**config.mk**
```make
export PLATFORM = sky130hd
export DESIGN_NAME = trap_entry_ctrl
export DESIGN_NICKNAME = d
export VERILOG_FILES = /design/src/rtl/trap_entry_ctrl.sv
export SDC_FILE = /design/constraint.sdc
export NUM_CORES = 1
export LEC_CHECK = 0
export CAP_MARGIN = 15
export CORE_MARGIN = 4
export CORE_UTILIZATION = 45
export DETAILED_ROUTE_END_ITERATION = 8
export DONT_BUFFER_PORTS = 1
export GPL_ROUTABILITY_DRIVEN = 0
export HOLD_SLACK_MARGIN = 0.12
export MAX_ROUTING_LAYER = met4
export SETUP_SLACK_MARGIN = 0.2
export SYNTH_ARGS = -nofsm -noshare
export SYNTH_HDL_FRONTEND = slang
export SYNTH_SLANG_ARGS = --single-unit
```
**constraint.sdc**
```tcl
create_clock -name clk -period 2.1 [get_ports clk]
set_input_delay 0.21 -clock clk [delete_from_list [all_inputs] [get_ports clk]]
set_output_delay 0.21 -clock clk [all_outputs]
set_load 0.01 [all_outputs]
```
**src/rtl/trap_entry_ctrl.sv**
```systemverilog
module trap_entry_ctrl #(
  parameter int AW = 32,
  parameter logic [AW-1:0] VEC_BASE = '0,
  parameter int LINK_OFS = 4
) (
  input  logic          clk,
  input  logic          rst_n,
  input  logic          ev_reset,
  input  logic          ev_abort,
  input  logic          ev_fiq,
  input  logic          ev_irq,
  input  logic          ev_undef,
  input  logic          ev_swi,
  input  logic [AW-1:0] pc_in,
  input  logic          sw_we,
  input  logic [31:0]   sw_data,
  output logic [31:0]   status,
  output logic          taken,
  output logic [4:0]    taken_mode,
  output logic [AW-1:0] vector,
  output logic [4:0]    saved_we,
  output logic [31:0]   saved_data,
  output logic          link_we,
  output logic [AW-1:0] link_data
);
  localparam logic [4:0]  M_FIQ = 5'b10001;
  localparam logic [4:0]  M_IRQ = 5'b10010;
  localparam logic [4:0]  M_SVC = 5'b10011;
  localparam logic [4:0]  M_ABT = 5'b10111;
  localparam logic [4:0]  M_UND = 5'b11011;
  localparam logic [31:0] DEF_MASK = 32'hF00000FF;
  localparam logic [31:0] RST_STAT = {24'h0, 1'b1, 1'b1, 1'b0, M_SVC};

  wire irq_ok = ev_irq & ~status[7];
  wire fiq_ok = ev_fiq & ~status[6];

  logic       take, is_rst, is_fiq;
  logic [4:0] mode;
  logic [2:0] slot;
  logic [7:0] vofs;

  always_comb begin
    take = 1'b1; is_rst = 1'b0; is_fiq = 1'b0;
    mode = M_SVC; slot = 3'd2; vofs = 8'h00;
    if (ev_reset) begin
      is_rst = 1'b1;
    end else if (ev_abort) begin
      mode = M_ABT; slot = 3'd3; vofs = 8'h0C;
    end else if (fiq_ok) begin
      mode = M_FIQ; slot = 3'd0; vofs = 8'h1C; is_fiq = 1'b1;
    end else if (irq_ok) begin
      mode = M_IRQ; slot = 3'd1; vofs = 8'h18;
    end else if (ev_undef) begin
      mode = M_UND; slot = 3'd4; vofs = 8'h04;
    end else if (ev_swi) begin
      vofs = 8'h08;
    end else begin
      take = 1'b0;
    end
  end

  wire [31:0] nxt_stat = is_rst ? RST_STAT
                       : {status[31:8], 1'b1, status[6] | is_fiq, 1'b0, mode};

  always_ff @(posedge clk or negedge rst_n) begin
    if (!rst_n) begin
      status     <= RST_STAT;
      taken      <= 1'b0;
      taken_mode <= M_SVC;
      vector     <= '0;
      saved_we   <= '0;
      saved_data <= '0;
      link_we    <= 1'b0;
      link_data  <= '0;
    end else begin
      taken      <= take;
      taken_mode <= mode;
      vector     <= VEC_BASE + AW'(vofs);
      saved_we   <= (take && !is_rst) ? (5'd1 << slot) : 5'd0;
      saved_data <= status;
      link_we    <= take && !is_rst;
      link_data  <= pc_in + AW'(LINK_OFS);
      if (take)       status <= nxt_stat;
      else if (sw_we) status <= sw_data & DEF_MASK;
    end
  end
endmodule

```
## Word-level counts from Yosys, hierarchy flattened

Cells that the tools add are included.

| storage, ports and cells | value |
|---|---|
| bits in registers | 116 |
| latch bits | 0 |
| RAM bits | 0 |
| bits in read-only memories | 0 |
| input bits | 73 |
| output and inout bits | 140 |
| logic and storage cells | 51 |
| memories kept | 0 |

| cells by class | value |
|---|---|
| add/subtract/negate cells | 1 |
| multiply operators | 0 |
| divide/modulo/power cells | 0 |
| magnitude comparators | 0 |
| eq/ne operators | 1 |
| shifts and indexed selects | 1 |
| mux-type cells | 30 |
| bitwise operators | 5 |
| reductions and logical operators | 4 |

Operators with widths:

| kind | count |
|---|---|
| two-way mux 32 bit | 3 |
| adder 32 x 3 -> 32 bit, second input constant | 1 |
| two-way mux 4 bit | 7 |
| two-way mux 5 bit | 5 |
| two-way mux 3 bit | 5 |
| two-way mux 1 bit | 10 |
| << shifter 1 x 3 -> 5 bit, first input constant | 1 |
| AND 1 bit | 2 |
| inequality test 2 x 1 -> 1 bit, second input constant | 1 |
| inverter 1 bit | 2 |
| AND reduction 2 bit | 1 |
| nonzero test 2 bit | 1 |
| logical AND 1 bit | 1 |
| zero test 1 bit | 1 |
| bitwise OR 1 bit | 1 |

## Depth between registers and ports, before layout

Gate-level depths: netlist of the first run.

| depth | value |
|---|---|
| depth in word-level cells | 8 |
| gate-level depth with buffers | 6 |
| mapped depth without buffers | 5 |

## Worst setup path after synthesis of the first run

Ideal clock, no wire load.

| timing path | value |
|---|---|
| kind | reg2reg |
| from | reg status[6] |
| to | reg status[28] |
| setup time | 0.125 ns |
| data arrival time | 1.404 ns |
| required time | 1.975 ns |
| slack | 0.572 ns |
| cell stages (with the launch flop) | 6 |
| buffers on the path | 1 |
| clock period less this slack | 1.528 ns |
| cell sequence | dfstp_2 -> nand2b_1 -> and4_1 -> buf_2 -> nand2_2 -> mux2_2 |

| on the way | value |
|---|---|
| cells in the longest elaborated chain, start to end | 7 |
| elaborated cells on any way between the ends | 9 |
| those cells by class | eq/ne (1); mux (4); bitwise (2); reduce/logical (2) |

RTL lines:

| what | line | RTL |
|---|---|---|
| from (decl) | 17 | `output logic [31:0] status,` |
| from (signal assigned) | 83 | `if (take) status <= nxt_stat;` |
| from (signal assigned) | 84 | `else if (sw_we) status <= sw_data & DEF_MASK;` |
| inverter 1 bit * | 35 | `wire fiq_ok = ev_fiq & ~status[6];` |
| AND 1 bit * | 35 |  |
| two-way mux 1 bit * | 49 | `end else if (fiq_ok) begin` |
| two-way mux 1 bit * | 47 | `end else if (ev_abort) begin` |
| two-way mux 1 bit * | 45 | `if (ev_reset) begin` |
| inequality test 2 x 1 -> 1 bit (no source line) / nonzero test 2 bit (equally long branches) | -- |  |
| AND reduction 2 bit (no source line) | -- |  |

Every way passes the cells marked *; elsewhere a longest branch is shown, timed or not.
A chain may end at the register's enable or synchronous reset.

## Worst setup path in the final report of the first run

| timing path | value |
|---|---|
| from | in ev_reset |
| to | reg status[30] |

| on the way | value |
|---|---|
| cells in the longest elaborated chain, start to end | 3 |
| elaborated cells on any way between the ends | 6 |
| those cells by class | eq/ne (1); mux (3); reduce/logical (2) |

RTL lines:

| what | line | RTL |
|---|---|---|
| from (decl) | 8 | `input logic ev_reset,` |
| two-way mux 1 bit | 45 |  |
| inequality test 2 x 1 -> 1 bit (no source line) / nonzero test 2 bit (equally long branches) | -- |  |
| AND reduction 2 bit (no source line) | -- |  |

Parallel ways exist; a longest one is shown, timed or not.

==> results.toml, run 1 <==
[outcome]
status = "finished clean"

[yosys]
synth_simple_gate_area_share_pct = 14.3
ys_ff_latch = 70
synth_edf_count = 0
syn_inst = 277
synthAdderAreaFrac_pct = 0.389
synthMuxAreaShare_pct = 3.57
synth.distinct_cells = 38
syn_avg_cell_area_um2 = 11.6
synth-xor-area-share_pct = 7.61
ys_async_sr_fraction_pct = 100
synthFlopType = "dfrtp_1"
yosys_warnings = 0
synth_top_family_by_area = "buffers and inverters"
netlist_area_um2 = 3220
ys_seq_area_share_pct = 54.7
synth-compound-area-share_pct = 1.63

[clock_network]
h-tree-depth = 3
cts_tree = "built"
clock_path_buffers = 2
root_buffer = "clkbuf_8"
cts.sinks = 70
postCtsSetupRepairBufs = 0
clk_pin_slew_ns = 0.07
clk_latency_ns = 0.33
cts_buffers = 9

[global_routing]
grt_start_max_net_pins = 71
antenna_found_initial = 0
overflow = 0
grt_pass1_wl_um = 10800
first_global_vias = 2117
grtUsageTotal_pct = 16.9

[sta]
period_share_pct = 85.9
rsz0062_at_grt = "false"
tightest_slew_ns = 0.498
clock_skew_ns = 0.00692
slew_headroom_pct = 66.5
clock.fmax_ghz = 0.554
setup_viol = 0
hold_viol = 0
tns_ns = 0
slew_violations = 0
min_period_ns = 1.80

[power]
power.density_nw_per_um2 = 696
power_frac_comb_pct = 10.5
pwr-share-clk_pct = 35.4
p_int_w = 0.00203
p_switching_w = 0.000679
leakagePower_nw = 1.77
pwr-share-seq_pct = 54.0
p_sw_share_pct = 25.1
ir_worst_vdd_mv = 0.297

[die]
start_util_pct = 46.9
die_w_um = 92.6
die_y_um = 92.6
num_rows = 30
die_area_um2 = 8570
ioPinCount = 213
core_area_um2 = 6870

[finish]
instances_no_fill = 448
num-fill-cells = 582
num_antenna_cells = 0
drive_gt1_share_pct = 9.66
finalNetCount = 421
syn_to_final_growth_pct = 20.8

[detailed_routing]
num_vias = 2033
antenna_left = 0
drt_pass1_iterations = 4
drt_iter0_markers = 42
via_per_inst = 4.54
wl_um = 7130
drc = 0
wl_per_cell_um = 15.9

[place]
dp.cells = 368
io_buffers = 0
hpwl_um = 4790

[flow_run]
cap_violations = 0

[worst_setup_path]
startpoint_type = "input port"
required_ns = 2.32
cp_max_fo = 12
worstSetupEndpointType = "register"
worstPathArrival_ns = 2.02
crit_type = "in2reg"

[worst_hold_path]
hp-class = "in2reg"
[final timing paths]
kind | to | slack [ns] | startpoint | depth (start not counted)
setup / recovery | status[30] | 0.30 | ev_reset | 5
hold / removal | link_data[6] | 0.12 | pc_in[4] | 2
setup reg to reg | status[30] | 0.39 | status[6] | 4
hold reg to reg | saved_data[4] | 0.44 | status[4] | 0
max in group asynchronous | status[6] | 1.35 | rst_n | 2
min in group asynchronous | saved_data[31] | 0.40 | rst_n | 2
[cell usage in the layout (no fill, tap or decap), drive strengths merged, types with 3 or more instances in the layout]
master and n:
mux2i 7, dfstp 7, nor2b 6, mux2 4, nor2 13, a21oi 3
conb 70, clkbuf 15, dfrtp 63, nand3 7, inv 7, nor3 5
nor4 3, nand4 14, dlygate4sd3 63, nand2 14, xor2 7, nand2b 3
and3 7, xnor2 21
[cell families after synthesis]
| family | count (synthesis) |
|---|---|
| other | 2 |
| multiplexers | 11 |
| AO/OA/AOI/OAI | 8 |
| buffers and inverters | 80 |
| flip-flops | 70 |
| adder cells (fa/ha/maj) | 1 |
| AND/OR/NAND/NOR | 77 |
| XOR/XNOR | 28 |
[flip-flops by register name (all words and copies together), names as in the netlist]
signal and cells:
link_data 32, saved_we 5, vector 3, saved_data 12, status 12, taken_mode 4, link_we 1, taken 1
[metal layers]
metal	up-vias	routed length (µm)	GRT usage (%)
li1	917	-	-
met1	985	2560	18.3
met2	116	3620	27.0
met3	15	809	7.72
met4	0	135	6.81
met5	-	0	-
[synthesized netlist by cell type (4+ instances only)]
cell type  count  area share, %
and3_1         7            1.4
buf_4         70             16
mux2i_1        7            2.2
mux2_2         4            1.4
nand4_1       12            2.3
nor2b_1        6            1.2
nor2_1        12            1.4
xor2_1         7            1.9
dfrtp_1       63             49
nand3_1        6           0.93
nand2_1       13            1.5
dfstp_2        7            5.7
xnor2_1       21            5.7
inv_1          6           0.70
nor3_1         4           0.62
[power groups by stage]
stage                     Combinational, W  Clock [W]  Sequential [W]
after floorplan                   0.000224          0         0.00148
final                             0.000285   0.000960         0.00146
after CTS                         0.000279   0.000992         0.00147
after global placement            0.000129          0         0.00149
after global routing              0.000314    0.00105         0.00147
after detailed placement          0.000132          0         0.00149
[cell type report]
cell class              instances  area, µm²  area share [%]
well taps                      96        120            3.09
repair buffers                 64        658            16.9
clock inverters                 1       5.00           0.129
multi-input cells             195       1150            29.7
inverters                       7       26.3           0.675
flip-flops and latches         70       1760            45.2
clock buffers                  15        166            4.28
[critical path: stages]
cell	delay (ns)
dlygate4sd3_1	0.71
nor2_1	0.26
and4_1	0.41
nand2_2	0.14
mux2_2	0.28
[per-stage QoR]
stage	total power [W]	instance area [µm²]	util [%]	hold WS [ns]	setup slack, ns
after CTS	0.00274	3880	56.4	0.133	0.257
after detailed placement	0.00162	3060	44.5	-0.0837	0.379
after global routing	0.00283	3890	56.6	0.118	0.245
after floorplan	0.00170	3480	-	-0.0856	0.572
final	0.00271	3890	56.6	0.122	0.296
after global placement	0.00162	3060	44.5	-0.0836	0.358
[timing repair]
action                                  in CTS  in global routing
hold endpoints to repair                   126                  1
gates resized for setup                      0                  1
endpoints found under the setup margin       0                  1
hold buffers                                63                  1
Note: power is estimated with default switching activity, not from simulation.
==> run 2, diff against run 1 <==
==> constraint.sdc (replaced) <==
create_clock -name clk -period 1.84 [get_ports clk]
set_input_delay 0.184 -clock clk [delete_from_list [all_inputs] [get_ports clk]]
set_output_delay 0.184 -clock clk [all_outputs]
set_load 0.01 [all_outputs]
==> results.toml, run 2 (synthesis gave the netlist of run 1 again) <==
[sta]
rsz0062_at_grt = "false"
clock.fmax_ghz = 0.644
hold_viol = 70
clock_skew_ns = 0.00536
slew_headroom_pct = 65.4
min_period_ns = 1.55
tightest_slew_ns = 0.516
hold-worst-slack_ns = -0.462
tns_ns = 0
timing.final.ws_setup_ns = 0.286
setup_viol = 0
slew_violations = 0
period_share_pct = 84.4

[finish]
instances_no_fill = 456
num_antenna_cells = 0
drive_gt1_share_pct = 11.4
largest_reg_flops = 32
fin_util_pct = 58.2
finalNetCount = 429
final_cell_mix = "70 x conb_1, 67 x dlygate4sd3_1, 63 x dfrtp_1"
reg.largest.list = "link_data: 32 flops, saved_data: 12 flops, status: 12 flops"
syn_to_final_growth_pct = 24.1
final_common_cell = "conb_1"
top_register = "link_data"

[clock_network]
clock_path_buffers = 2
h-tree-depth = 3
cts_tree = "built"
cts.sinks = 70
root_buffer = "clkbuf_8"
clk_pin_slew_ns = 0.07
clk_latency_ns = 0.33
cts_buffers = 9

[power]
ir_worst_vdd_mv = 0.332
leakagePower_nw = 1.84
power.density_nw_per_um2 = 806

[die]
die_w_um = 92.6
ioPinCount = 213
die_area_um2 = 8570
die_y_um = 92.6
start_util_pct = 46.9
core_area_um2 = 6870
num_rows = 30

[detailed_routing]
antenna_left = 0
drt_iter0_markers = 43
wl_per_cell_um = 16.0
num_vias = 2083
via_per_inst = 4.57
drt_pass1_iterations = 4
drc = 0
wl_um = 7310

[global_routing]
first_global_vias = 2170
grt_start_max_net_pins = 71
grt_pass1_wl_um = 11200
antenna_found_initial = 0
overflow = 0
grtUsageTotal_pct = 17.4

[worst_setup_path]
worstPathArrival_ns = 1.77
crit_type = "reg2reg"
startpoint_type = "register"
required_ns = 2.06
worstSetupEndpointType = "register"
slowest_delay_ns = 0.60
cp_num_buf_inv = 0
cp_max_fo = 6
crit_family = "flip-flops"
path_cells = "nand2b_2, and4_4, nand2_2, mux2_2"
slowest_stage = "dfstp_2"

[flow_run]
cap_violations = 0

[place]
pre_cts_ws_ns = 0.169
dp.cells = 369
hpwl_um = 4700
io_buffers = 0

[worst_hold_path]
hp-class = "in2async"

[outcome]
violations = "negative hold slack"
status = "complete, but fails checks"
==> run 2: cell count changes in the layout (fill, tap and decap cells not counted), sizes merged <==
cell and change:
dlygate4sd3 +4, buf +3, clkbuf -2, bufinv +1, clkinvlp +1, dlymetal6s4s +1
==> run 2: power breakdown <==
part / total (W) / internal [W] / switching (W)
Sequential: 0.00167 / 0.00160 / 0.0000662
Combinational: 0.000301 / 0.000150 / 0.000152
Clock: 0.00125 / 0.000700 / 0.000551
Total: 0.00322 / 0.00245 / 0.000769
==> run 2: through the flow <==
step                total power (W)  area (µm²)
finish                      0.00322        4000
global route                0.00337        4000
CTS                         0.00324        3930
detailed placement          0.00185        3060
global placement            0.00185        3060
floorplan                   0.00194        3480
==> run 2: timing repair <==
action                                  in CTS  in global routing
hold buffers                                66                  2
resized for setup                            2                  5
pin swaps                                    0                  2
endpoints found under the setup margin       5                  8
endpoints found under the hold margin      126                 75
buffers inserted                             0                  3
==> run 2: worst paths after layout <==
path	startpoint	cells after the start	slack [ns]	to
max in group asynchronous	rst_n	0	2.12	status[4]
min in group clk	pc_in[30]	3	0.16	link_data[31]
max	status[6]	4	0.29	status[28]
max reg2reg	status[6]	4	0.29	status[28]
min reg2reg	status[4]	0	0.44	saved_data[4]
min	rst_n	0	-0.46	link_we
==> run 2: area by class of cell <==
| class | count | area [µm²] |
|---|---|---|
| multi-input combinational | 195 | 1180 |
| inverter | 7 | 26.3 |
| sequential | 70 | 1760 |
| fill | 587 | 2870 |
| tap | 96 | 120 |
| clock inverter | 3 | 42.5 |
| timing repair buffer | 72 | 713 |
| clock buffer | 13 | 159 |
==> run 2: per-layer routing <==
metal  share of wire [%]  global-route usage (%)  vias to the layer above
met5                   0                       -                        -
met4                 2.2                    7.67                        0
met3                  11                    6.50                       18
met2                  51                    28.1                      122
met1                  36                    19.3                     1010
li1                    -                       -                      933
==> run 2: worst reg2reg max path: stages, from the launching register on <==
cell,delay (ns)
dfstp_2,0.60
nand2b_2,0.18
and4_4,0.27
nand2_2,0.10
mux2_2,0.28
==> run 3, diff against run 2 <==
--- a/config.mk
+++ b/config.mk
@@ -5,6 +5,7 @@
 export SDC_FILE = /design/constraint.sdc
 export NUM_CORES = 1
 export LEC_CHECK = 0
+export ABC_AREA = 1
 export CAP_MARGIN = 15
 export CORE_MARGIN = 4
 export CORE_UTILIZATION = 45
==> constraint.sdc (replaced) <==
create_clock -name clk -period 1.5 [get_ports clk]
set_input_delay 0.15 -clock clk [delete_from_list [all_inputs] [get_ports clk]]
set_output_delay 0.15 -clock clk [all_outputs]
set_load 0.01 [all_outputs]
==> results.toml, run 3 <==
[outcome]
status = "complete, but fails checks"
violations = "negative hold slack"

[clock_network]
clock_path_buffers = 2
root_buffer = "clkbuf_8"
clk_pin_slew_ns = 0.08
cts_buffers = 9
cts_tree = "built"
clk_latency_ns = 0.33
holdBufCountCts = 52
h-tree-depth = 3
cts.sinks = 70

[power]
power_frac_comb_pct = 9.8
ir_worst_vdd_mv = 0.422
pwr-share-seq_pct = 47.5
p_sw_share_pct = 24.2
pwr-share-clk_pct = 42.7
power.density_nw_per_um2 = 1010
p_int_w = 0.00330
total_power_w = 0.00435
p_switching_w = 0.00105
leakagePower_nw = 2.11

[detailed_routing]
drt_iter0_markers = 45
antenna_left = 0
drt_pass1_iterations = 4
drc = 0
wl_um = 8640
num_vias = 2659
wl_per_cell_um = 15.0
via_per_inst = 4.61

[die]
ioPinCount = 213
start_util_pct = 45.9
num_rows = 32
die_area_um2 = 9320
die_y_um = 96.5
die_w_um = 96.5
core_area_um2 = 7690

[yosys]
netlist_area_um2 = 3530
synth_edf_count = 0
synthFlopType = "dfrtp_1"
ys_async_sr_fraction_pct = 100
synth_top_area_cell = "dfrtp_1"
synth.distinct_cells = 26
ys_seq_area_share_pct = 49.9
syn_avg_cell_area_um2 = 8.81
ys_ff_latch = 70
synthMostInstantiatedCell = "nand2_1"
syn_inst = 400
synth_area_leaders = "dfrtp_1 45%, buf_4 15%, nand2_1 12%"
yosysTopAreaCellShare_pct = 44.7
yosys_warnings = 0
synthTopCellsByCount = "114 x nand2_1, 71 x buf_4, 63 x dfrtp_1"

[finish]
num_antenna_cells = 0
syn_to_final_growth_pct = 22.7
finalNetCount = 544
final_cell_mix = "106 x nand2_1, 70 x conb_1, 63 x dfrtp_1"
reg.largest.list = "link_data: 32 flops, saved_data: 12 flops, status: 12 flops"
multiInputGateArea_um2 = 1480
register_area_um2 = 1760
num-fill-cells = 679
final_common_cell = "nand2_1"
top_register = "link_data"
drive_gt1_share_pct = 14.9
largest_reg_flops = 32

[sta]
slew_headroom_pct = 61.0
tightest_slew_ns = 0.585
slew_violations = 0
clock_skew_ns = 0.00563
hold_viol = 70
timing.final.ws_setup_ns = 0.0974
hold-worst-slack_ns = -0.498
tns_ns = 0
clock.fmax_ghz = 0.713
setup_viol = 0
period_share_pct = 93.5
min_period_ns = 1.40
rsz0062_at_grt = "true"

[global_routing]
antenna_found_initial = 0
grt_start_max_net_pins = 71
overflow = 0
first_global_vias = 2645
grtUsageTotal_pct = 18.5
met2_usage_pct = 33.3
top_usage_layer = "met2"
grt_util_met1_pct = 19.0
use_met3_pct = 5.19
grt_pass1_wl_um = 12700

[worst_setup_path]
crit_start = "status[7]"
crit_type = "reg2reg"
startpoint_type = "register"
worstPathArrival_ns = 1.67
r2r_cells = 8
timing.rr.start = "status[7]"
cp_max_fo = 7
required_ns = 1.77
worstSetupEndpointType = "register"
r2r-end = "status[28]"
r2r_setup_slack_ns = 0.1
endpoint = "status[28]"

[flow_run]
cap_violations = 0

[place]
io_buffers = 0
pre_cts_ws_ns = 0.0584
hpwl_um = 6060

[worst_hold_path]
hp-class = "in2async"
## run 3: repair_timing
| action | in CTS | in global routing |
|---|---|---|
| pin swaps | 6 | 9 |
| resized for setup | 9 | 23 |
| setup endpoints to repair | 14 | 27 |
| buffers inserted | 5 | 2 |
| endpoints found under the hold margin | 127 | 70 |
## run 3: how the worst min path moves through the flow
stage	startpoint	to
CTS	rst_n	link_data[1]
detailed placement	rst_n	saved_data[28]
global route	rst_n	saved_data[7]
floorplan	rst_n	link_data[0]
global placement	rst_n	saved_data[28]
finish	rst_n	link_data[9]
## run 3: cells by family (layout without fill, tap and decap cells)
family                     after synthesis  count (layout)  share of synthesized area, %
adders and majority gates                1               1                         0.355
xor gates and xnor gates                16              16                          3.97
other                                    2              70                         0.213
AOI/OAI and AO/OA                        7               7                          1.06
buffers and inverters                   96             103                          17.8
and+or+nand+nor                        208             208                          26.7
DFF                                     70              70                          49.9
## run 3: metal layers
metal | routed length (µm) | vias up
li1 | - | 1240
met1 | 3040 | 1255
met2 | 4540 | 149
met3 | 902 | 15
met4 | 159 | 0
met5 | 0 | -
## run 3: metrics by stage
stage / instance area (µm²) / utilization (%) / cells
CTS: 4230 / 55.0 / 575
global placement: 3400 / 44.3 / 502
global route: 4330 / 56.3 / 577
detailed placement: 3400 / 44.3 / 502
floorplan: 3780 / - / 468
finish: 4330 / 56.3 / 577
## run 3: area by class of cell
cell class / count / share of cell area [%]
flip-flops and latches: 70 / 40.7
multi-input cells: 302 / 34.3
repair buffers: 62 / 14.1
clock buffers: 10 / 3.18
well taps: 102 / 2.95
clock inverters: 6 / 2.52
inverters: 25 / 2.28
## run 3: critical path, cell delays in order, from the launching register on
cell      delay (ns)
dfstp_2         0.55
inv_2           0.05
nand2_4         0.07
nand2_4         0.07
nor2_8          0.19
nand3_4         0.15
clkinv_4        0.14
nand2_2         0.05
nand2_1         0.07
## run 3: power groups by stage
stage               combinational [W]  sequential (W)  clock [W]
global placement             0.000252         0.00210          0
finish                       0.000428         0.00207    0.00186
global route                 0.000474         0.00208    0.00200
detailed placement           0.000255         0.00210          0
CTS                          0.000399         0.00207    0.00191
floorplan                    0.000354         0.00209          0
